**src/rtl/tedge_pkg.sv**
```systemverilog
package tedge_pkg;

  localparam int OFS_CTRL   = 'h00;
  localparam int OFS_CMP_LO = 'h10;
  localparam int OFS_CMP_HI = 'h14;
  localparam int OFS_EVCNT  = 'h30;

  typedef enum logic [1:0] {
    EDGE_RISE  = 2'd0,
    EDGE_FALL  = 2'd1,
    EDGE_FLIP  = 2'd2,
    EDGE_FLIP2 = 2'd3
  } edge_mode_e;

  // packed: mode occupies bits 3:2, direction bit 1, enable bit 0
  typedef struct packed {
    edge_mode_e mode;
    logic       dir_in;
    logic       enable;
  } ctrl_t;

  localparam int CTRL_W = $bits(ctrl_t);

  // level the pin takes when an event lands
  function automatic logic next_level(edge_mode_e m, logic cur);
    case (m)
      EDGE_RISE: return 1'b1;
      EDGE_FALL: return 1'b0;
      default:   return ~cur;
    endcase
  endfunction

  function automatic logic unit_active(ctrl_t c);
    return c.enable & ~c.dir_in;
  endfunction

endpackage

```
**src/rtl/tedge_regs.sv**
```systemverilog
module tedge_regs
  import tedge_pkg::*;
#(
  parameter int BUS_W  = 32,
  parameter int ADDR_W = 8
) (
  input  logic                 clk,
  input  logic                 rst_n,
  input  logic                 wr_en,
  input  logic [ADDR_W-1:0]    addr,
  input  logic [BUS_W-1:0]     wdata,
  output ctrl_t                ctrl_q,
  output logic                 commit,
  output logic [2*BUS_W-1:0]   commit_val
);

  logic [BUS_W-1:0] shadow_hi_q;
  logic             sel_ctrl, sel_hi, sel_lo;

  assign sel_ctrl = wr_en && (addr == ADDR_W'(OFS_CTRL));
  assign sel_hi   = wr_en && (addr == ADDR_W'(OFS_CMP_HI));
  assign sel_lo   = wr_en && (addr == ADDR_W'(OFS_CMP_LO));

  always_ff @(posedge clk or negedge rst_n) begin
    if (!rst_n) begin
      ctrl_q      <= '0;
      shadow_hi_q <= '0;
    end else begin
      if (sel_ctrl) ctrl_q      <= ctrl_t'(wdata[CTRL_W-1:0]);
      if (sel_hi)   shadow_hi_q <= wdata;
    end
  end

  // the low-word write is the commit point of the whole compare
  assign commit     = sel_lo;
  assign commit_val = {shadow_hi_q, wdata};

endmodule

```
**src/rtl/tedge_match.sv**
```systemverilog
module tedge_match #(
  parameter int TB_W = 64
) (
  input  logic            clk,
  input  logic            rst_n,
  input  logic            active,
  input  logic            commit,
  input  logic [TB_W-1:0] commit_val,
  input  logic [TB_W-1:0] timebase,
  output logic [TB_W-1:0] cmp_q,
  output logic            armed_q,
  output logic            hit,
  output logic            stale
);

  assign hit   = active && armed_q && (timebase == cmp_q);
  assign stale = active && armed_q && (timebase >  cmp_q);

  always_ff @(posedge clk or negedge rst_n) begin
    if (!rst_n) begin
      cmp_q   <= '0;
      armed_q <= 1'b0;
    end else if (commit) begin
      cmp_q   <= commit_val;
      armed_q <= (commit_val != '0);
    end else if (hit || stale) begin
      armed_q <= 1'b0;
    end
  end

endmodule

```
**src/rtl/tedge_out.sv**
```systemverilog
module tedge_out
  import tedge_pkg::*;
#(
  parameter int LAG   = 2,
  parameter int CNT_W = 32
) (
  input  logic             clk,
  input  logic             rst_n,
  input  logic             active,
  input  logic             hit,
  input  edge_mode_e       mode,
  output logic             fire,
  output logic             pin_q,
  output logic [CNT_W-1:0] evcnt_q
);

  logic fire_raw;

  // LAG-1 delay stages plus the pin register give LAG cycles match-to-edge
  generate
    if (LAG <= 1) begin : g_direct
      assign fire_raw = hit;
    end else begin : g_pipe
      logic [LAG-2:0] dly_q;
      always_ff @(posedge clk or negedge rst_n) begin
        if (!rst_n) begin
          dly_q <= '0;
        end else begin
          dly_q[0] <= hit;
          for (int i = 1; i < LAG-1; i++) dly_q[i] <= dly_q[i-1];
        end
      end
      assign fire_raw = dly_q[LAG-2];
    end
  endgenerate

  // an event still in flight is dropped if the unit went inactive
  assign fire = fire_raw && active;

  always_ff @(posedge clk or negedge rst_n) begin
    if (!rst_n) begin
      pin_q   <= 1'b0;
      evcnt_q <= '0;
    end else if (fire) begin
      pin_q   <= next_level(mode, pin_q);
      evcnt_q <= evcnt_q + CNT_W'(1);
    end
  end

endmodule

```
**src/rtl/timed_edge_gen.sv**
```systemverilog
module timed_edge_gen
  import tedge_pkg::*;
#(
  parameter int BUS_W  = 32,
  parameter int ADDR_W = 8,
  parameter int CNT_W  = 32,
  parameter int LAG    = 2
) (
  input  logic                 clk,
  input  logic                 rst_n,
  input  logic                 bus_wr,
  input  logic [ADDR_W-1:0]    bus_addr,
  input  logic [BUS_W-1:0]     bus_wdata,
  output logic [BUS_W-1:0]     bus_rdata,
  input  logic [2*BUS_W-1:0]   timebase,
  output logic                 evt_out
);

  localparam int TB_W = 2*BUS_W;

  ctrl_t             ctrl_q;
  logic              cmp_commit;
  logic [TB_W-1:0]   cmp_next;
  logic [TB_W-1:0]   cmp_value;
  logic              cmp_armed;
  logic              match_hit;
  logic              match_stale;
  logic              fire_evt;
  logic              evt_pin;
  logic [CNT_W-1:0]  ev_count;
  logic              unit_on;

  assign unit_on = unit_active(ctrl_q);

  tedge_regs #(.BUS_W(BUS_W), .ADDR_W(ADDR_W)) u_regs (
    .clk        (clk),
    .rst_n      (rst_n),
    .wr_en      (bus_wr),
    .addr       (bus_addr),
    .wdata      (bus_wdata),
    .ctrl_q     (ctrl_q),
    .commit     (cmp_commit),
    .commit_val (cmp_next)
  );

  tedge_match #(.TB_W(TB_W)) u_match (
    .clk        (clk),
    .rst_n      (rst_n),
    .active     (unit_on),
    .commit     (cmp_commit),
    .commit_val (cmp_next),
    .timebase   (timebase),
    .cmp_q      (cmp_value),
    .armed_q    (cmp_armed),
    .hit        (match_hit),
    .stale      (match_stale)
  );

  tedge_out #(.LAG(LAG), .CNT_W(CNT_W)) u_out (
    .clk     (clk),
    .rst_n   (rst_n),
    .active  (unit_on),
    .hit     (match_hit),
    .mode    (ctrl_q.mode),
    .fire    (fire_evt),
    .pin_q   (evt_pin),
    .evcnt_q (ev_count)
  );

  assign evt_out = evt_pin;

  always_comb begin
    bus_rdata = '0;
    if (bus_addr == ADDR_W'(OFS_CTRL))
      bus_rdata[CTRL_W-1:0] = ctrl_q;
    else if (bus_addr == ADDR_W'(OFS_CMP_LO))
      bus_rdata = cmp_value[BUS_W-1:0];
    else if (bus_addr == ADDR_W'(OFS_CMP_HI))
      bus_rdata = cmp_value[TB_W-1:BUS_W];
    else if (bus_addr == ADDR_W'(OFS_EVCNT))
      bus_rdata = BUS_W'(ev_count);
  end

endmodule

```
**config.mk**
```make
export PLATFORM = sky130hd
export DESIGN_NAME = timed_edge_gen
export DESIGN_NICKNAME = d
export VERILOG_FILES = /design/src/rtl/tedge_pkg.sv /design/src/rtl/tedge_regs.sv /design/src/rtl/tedge_match.sv /design/src/rtl/tedge_out.sv /design/src/rtl/timed_edge_gen.sv
export SDC_FILE = /design/constraint.sdc
export NUM_CORES = 1
export LEC_CHECK = 0
export CORE_MARGIN = 3
export CORE_UTILIZATION = 50
export CTS_CLUSTER_SIZE = 40
export DETAILED_ROUTE_END_ITERATION = 10
export DONT_BUFFER_PORTS = 1
export GPL_ROUTABILITY_DRIVEN = 1
export GPL_TIMING_DRIVEN = 0
export PLACE_DENSITY = 0.66
export REMOVE_ABC_BUFFERS = 1
export SETUP_SLACK_MARGIN = 0.05
export SYNTH_ARGS = -nofsm -noshare
export SYNTH_HDL_FRONTEND = slang
export SYNTH_SLANG_ARGS = --single-unit
```
**constraint.sdc**
```tcl
create_clock -name clk -period 3.6 [get_ports clk]
set_clock_uncertainty 0.15 [all_clocks]
set_input_delay 0 -clock clk [delete_from_list [all_inputs] [get_ports clk]]
set_output_delay 0 -clock clk [all_outputs]
set_load 0.05 [all_outputs]
```
# --- Yosys cells after proc, flatten, opt, wreduce, memory -nomap -nowiden ---
# Index checks and enable logic that the tools add are counted.
op_classes:
  addsub: 1
  eq_ne: 5
  n_reduce_logical: 12
  n_mul: 0
  shift: 0
  bitwise_logic: 3
  muxes: 8
  div: 0
  magnitude_cmp: 1
op_table:
  columns: ["op", "n"]
  rows:
  - ["2-to-1 mux 32 bit", 3]
  - ["equality test 64 bit", 1]
  - ["> comparator 64 bit", 1]
  - ["nonzero test 64 bit", 1]
  - ["adder 32 x 1 -> 32 bit, second input constant", 1]
  - ["2-to-1 mux 28 bit", 1]
  - ["equality test 8 x 5 -> 1 bit, second input constant", 2]
  - ["equality test 8 x 6 -> 1 bit, second input constant", 1]
  - ["logical NOT 8 bit", 1]
  - ["logical AND 1 bit", 7]
  - ["2-to-1 mux 4 bit", 1]
  - ["equality test 2 x 1 -> 1 bit, second input constant", 1]
  - ["logical NOT 2 bit", 1]
  - ["2-to-1 mux 1 bit", 2]
  - ["inverter 1 bit", 2]
  - ["case mux 1 bit (2 select lines)", 1]
  - ["nonzero test 2 bit", 1]
  - ["AND 1 bit", 1]
  - ["logical OR 1 bit", 1]
word_totals:
  reg_bits: 135
  n_memories: 0
  in_bits: 107
  mem_bits_ro: 0
  word_cells: 39
  latchBits: 0
  output_inout_bits: 33
  ramBits: 0

# --- Depth between registers and ports, before layout ---
logic_depth:
  ltp_word: 7
  mapped_depth: 9
  mapped_depth_nobuf: 9

# --- Modules after synthesis ---
# A second synthesis with hierarchy kept.
hier_totals:
  cells_unflattened: 871
  hier_area_um2: 8391.8
modules_own_cells:
  columns: ["module", "n_inst", "cells_each", "area_per_inst_um2", "seq_area_each_um2"]
  rows:
  - ["tedge_match", 1, 471, 4065.1, 1626.6]
  - ["tedge_regs", 1, 116, 1786.7, 900.9]
  - ["tedge_out", 1, 129, 1531.5, 850.8]
  - ["timed_edge_gen", 1, 155, 1008.5, 0.0]

# --- Least setup slack after synthesis ---
# Ideal clock, no wire load.
synth_path:
  path_kind: "input port to output port"
  start: "input port bus_addr[1]"
  end: "output port bus_rdata[1]"
  path_stages: 5
  required_time_ns: 3.450
  slack_ns: 1.165
  path_buffers: 1
  arrival_time_ns: 2.285
  cell_sequence: "or4_4 nor3_4 clkbuf_1 a21oi_1 o21ai_0"
synth_via:
  elab_chain_cells: 5
  elab_cells_between_ends: 8
  classes_between: "3 x eq/ne; 4 x mux; 1 x reduce/logical"
synth_lines:
  columns: ["item", "line_no", "text"]
  rows:
  - ["from (decl)", "timed_edge_gen.sv:12", "input logic [ADDR_W-1:0] bus_addr,"]
  - ["equality test 8 x 6 -> 1 bit", "timed_edge_gen.sv:80", "else if (bus_addr == ADDR_W'(OFS_EVCNT))"]
  - ["2-to-1 mux 32 bit", "timed_edge_gen.sv:80", null]
  - ["2-to-1 mux 32 bit", "timed_edge_gen.sv:78", "else if (bus_addr == ADDR_W'(OFS_CMP_HI))"]
  - ["2-to-1 mux 32 bit", "timed_edge_gen.sv:76", "else if (bus_addr == ADDR_W'(OFS_CMP_LO))"]
  - ["2-to-1 mux 4 bit *", "timed_edge_gen.sv:74", "if (bus_addr == ADDR_W'(OFS_CTRL))"]
  - ["to (decl)", "timed_edge_gen.sv:14", "output logic [BUS_W-1:0] bus_rdata,"]
# Mark *: on every way between the ends. The rest lies on a longest branch, timed or not.

# --- Final worst setup path ---
layout_path:
  start: "register u_match.cmp_q[17]"
  end: "register u_match.armed_q"
layout_via:
  elab_chain_cells: 4
  elab_cells_between_ends: 6
  classes_between: "1 x order compare; 1 x eq/ne; 4 x reduce/logical"
layout_lines:
  columns: ["item", "line_no", "text"]
  rows:
  - ["from (decl)", "tedge_match.sv:10", "output logic [TB_W-1:0] cmp_q,"]
  - ["from (signal assigned)", "tedge_match.sv:24", "cmp_q <= commit_val;"]
  - ["> comparator 64 bit / equality test 64 bit (equally long branches)", "tedge_match.sv:17, tedge_match.sv:16", null]
  - ["logical AND 1 bit (on tied branches)", "tedge_match.sv:17, tedge_match.sv:16", null]
  - ["logical OR 1 bit *", "tedge_match.sv:26", "end else if (hit || stale) begin"]
  - ["nonzero test 2 bit (no source line) *", null, null]
  - ["to (signal assigned)", "tedge_match.sv:25", "armed_q <= (commit_val != '0);"]
  - ["to (decl)", "tedge_match.sv:11", "output logic armed_q,"]
# Marks and branches as above.
# A chain may end at the register's enable or synchronous reset.

==> qor.yml <==
cells_and_area:
  layout-drive-gt1-share: 0.09859
  regArea_um2: 3378
  areaGrowthSynthToFinish_pct: 18.53
  multi_input_area_um2: 3791
  fillers: 1223
  finalNetCount: 1011
  antenna_cells: 0
  finish.utilization: 0.6105
synthesis:
  netlist_instances: 784
  ys_async_sr_fraction: 1.000
  ys_ff_latch: 135
  synth_area_leaders: "dfrtp_1, ha_1, o21ai_0, nand2_1, mux2_2"
  synth_top_area_cell: "dfrtp_1"
  synth-main-ff-cell: "dfrtp_1"
  synth_area_um2: 7542
  synth-edff-count: 0
  synth_top_area_frac: 0.4479
  yosysWarnings: 0
  ys_types: 44
  ys_seq_area_frac: 0.4479
  postSynthAreaPerCell_um2: 9.620
critical_path:
  ff2ff_setup_slack_ns: 0.32
  cp.required_ns: 3.79
  critPathMaxFanout: 2
  worstPathArrival_ns: 3.46
  crit_type: "reg -> reg"
  startpoint_type: "flop"
  cp-end-kind: "flop"
die:
  fp.dieW_um: 128.8
  io-pin-count: 140
  start_util: 0.5150
  dieArea_um2: 16590
  std_cell_rows: 44
  die_h_um: 128.8
  coreArea_um2: 14640
timing:
  hold_slack_ns: 0.01161
  final_hold_viol_count: 0
  slew_viol_final: 0
  setup_viol: 0
  period_share: 0.9110
  min_period_ns: 3.280
  tns_ns: 0
  relSlewSlack: 0.3105
  setup_slack_ns: 0.3203
  max_freq_mhz: 304.9
  tightest_slew_ns: 1.027
  rsz0062_at_grt: "false"
placement:
  dp_hpwl_mm: 14.87
  io_buffers: 0
  pre_cts_slack_ns: 0.5213
  place_congestion: 0.8567
clock_tree:
  cts-root-buf: "clkbuf_16"
  insertion_delay_ns: 0.43
  numClockSinks: 135
  cts_buffer_depth: 2
  tritoncts: "yes"
  cts.reportedPaths.clkPinSlew_ns: 0.05
  cts-htree-levels: 4
  ctsResizeCount: 0
  cts_buffers: 17
grt:
  globalRouteMet3Util: 0.07098
  antenna_found_initial: 0
  grt_usage: 0.2639
  grt_pass1_vias: 6321
  grt_remaining_overflow: 0
  grt_use_met1: 0.3520
  grt_pass1_wl_mm: 33.51
  gr-max-usage-layer: "met2"
  grt_max_degree: 136
  grtUsageMet2: 0.4137
job:
  drv_cap: 0
route:
  vias_per_cell: 5.881
  ant_nets: 0
  num_vias: 6093
  drcViolationCount: 0
  wl_mm: 20.89
  drt-initial-drc-count: 492
  dr.pass1.iters: 5
  wl_per_cell_um: 20.17
power:
  powerDensity_nw_per_um2: 423.9
  ir_worst_vdd_uv: 328.9
  p_leak_nw: 4.302
hold_path:
  hold_path.class: "in -> reg"
status:
  status: "completed"
-- metrics by stage --
step	cell area [µm²]	power, mW	std cells
final	8940	3.790	1036
after floorplan	7418	1.895	755
after global placement	7649	1.960	939
after detailed placement	7704	1.983	941
after global routing	8940	3.941	1036
after CTS	8937	3.810	1036
-- area by class of cell --
cell class              instances  area share
clock buffers                  23     0.05458
flip-flops and latches        135      0.3779
repair buffers                 65     0.07782
inverters                      69     0.02897
well taps                     184     0.02575
multi-input cells             551      0.4241
clock inverters                 9     0.01092
-- placed cells by master (no fill, tap or decap), drive strengths merged, types with 6 or more instances in the layout --
cell type    instances
inv                 69
nand4               22
dfrtp              135
nor2                17
mux2                38
nand3               21
o21ai               99
and3                 6
nand2              124
clkinv               6
mux2i               28
nor4                20
nor3                12
a21oi               29
dlygate4sd3         62
xnor2               22
xor2                 9
clkbuf              23
ha                  65
-- path summary, 6_finish.rpt --
path                                                from  cells after the start                            end
max in group asynchronous                          rst_n                      2  u_match.cmp_q[36]$_DFFE_PN0P_
min in group asynchronous                          rst_n                      2   u_match.cmp_q[6]$_DFFE_PN0P_
setup reg to reg           u_match.cmp_q[17]$_DFFE_PN0P_                     10    u_match.armed_q$_DFFE_PN0P_
hold / removal                              bus_wdata[7]                      4    u_match.armed_q$_DFFE_PN0P_
hold reg to reg            u_out.evcnt_q[31]$_DFFE_PN0P_                      1  u_out.evcnt_q[31]$_DFFE_PN0P_
setup / recovery           u_match.cmp_q[17]$_DFFE_PN0P_                     10    u_match.armed_q$_DFFE_PN0P_
-- power by group --
| group | switching [mW] | internal (mW) |
|---|---|---|
| Combinational | 0.230 | 0.179 |
| Sequential | 0.0508 | 1.60 |
| Clock | 0.649 | 1.08 |
-- routing by layer --
| layer | share of wire | vias up |
|---|---|---|
| met3 | 0.059 | 38 |
| met2 | 0.47 | 187 |
| met4 | 0.025 | 0 |
| li1 | - | 2859 |
| met1 | 0.45 | 3009 |
| met5 | 0 | - |
-- Yosys cell counts, drive strengths merged (3+ instances only) --
library cell / number
dfrtp: 135
nand2: 124
o21ai: 99
inv: 69
ha: 65
mux2: 38
a21oi: 29
mux2i: 28
nand4: 22
xnor2: 22
nand3: 21
nor4: 20
nor2: 17
clkbuf: 15
buf: 14
nor3: 12
xor2: 9
and3: 6
a21o: 5
nor2b: 5
a211oi: 4
and2: 3
-- registers in the layout (all words and copies together) (netlist names) --
register and cells:
u_match.armed_q 1, u_match.cmp_q 64, u_out.evcnt_q 32, u_out.fire_raw 1
u_out.pin_q 1, u_regs.ctrl_q 4, u_regs.shadow_hi_q 32
-- critical path, cell delays in order, from the launching register on --
cell and delay [ns]:
dfrtp_1 0.35, inv_1 0.07, ha_1 0.31, a21oi_1 0.20, o21ai_0 0.14, a221o_1 0.33
o31ai_1 0.29, o21ai_0 0.16, or4_1 0.41, dlygate4sd3_1 0.59, a221oi_2 0.21
-- cell families after synthesis --
family | after synthesis | synth area share
buffers and inverters | 98 | 0.05076
AO/OA/AOI/OAI | 151 | 0.1120
AND/OR/NAND/NOR | 238 | 0.1516
XOR/XNOR | 31 | 0.03600
adder cells (fa/ha/maj) | 65 | 0.1078
multiplexers | 66 | 0.09390
flip-flops | 135 | 0.4479
-- repair_timing --
| action | 4_1_cts | 5_1_grt |
|---|---|---|
| hold endpoints to repair | 218 | 0 |
| hold buffers | 63 | 0 |
| setup buffers | 0 | 0 |
| endpoints found under the setup margin | 0 | 0 |
(Power assumes the default switching activity.)
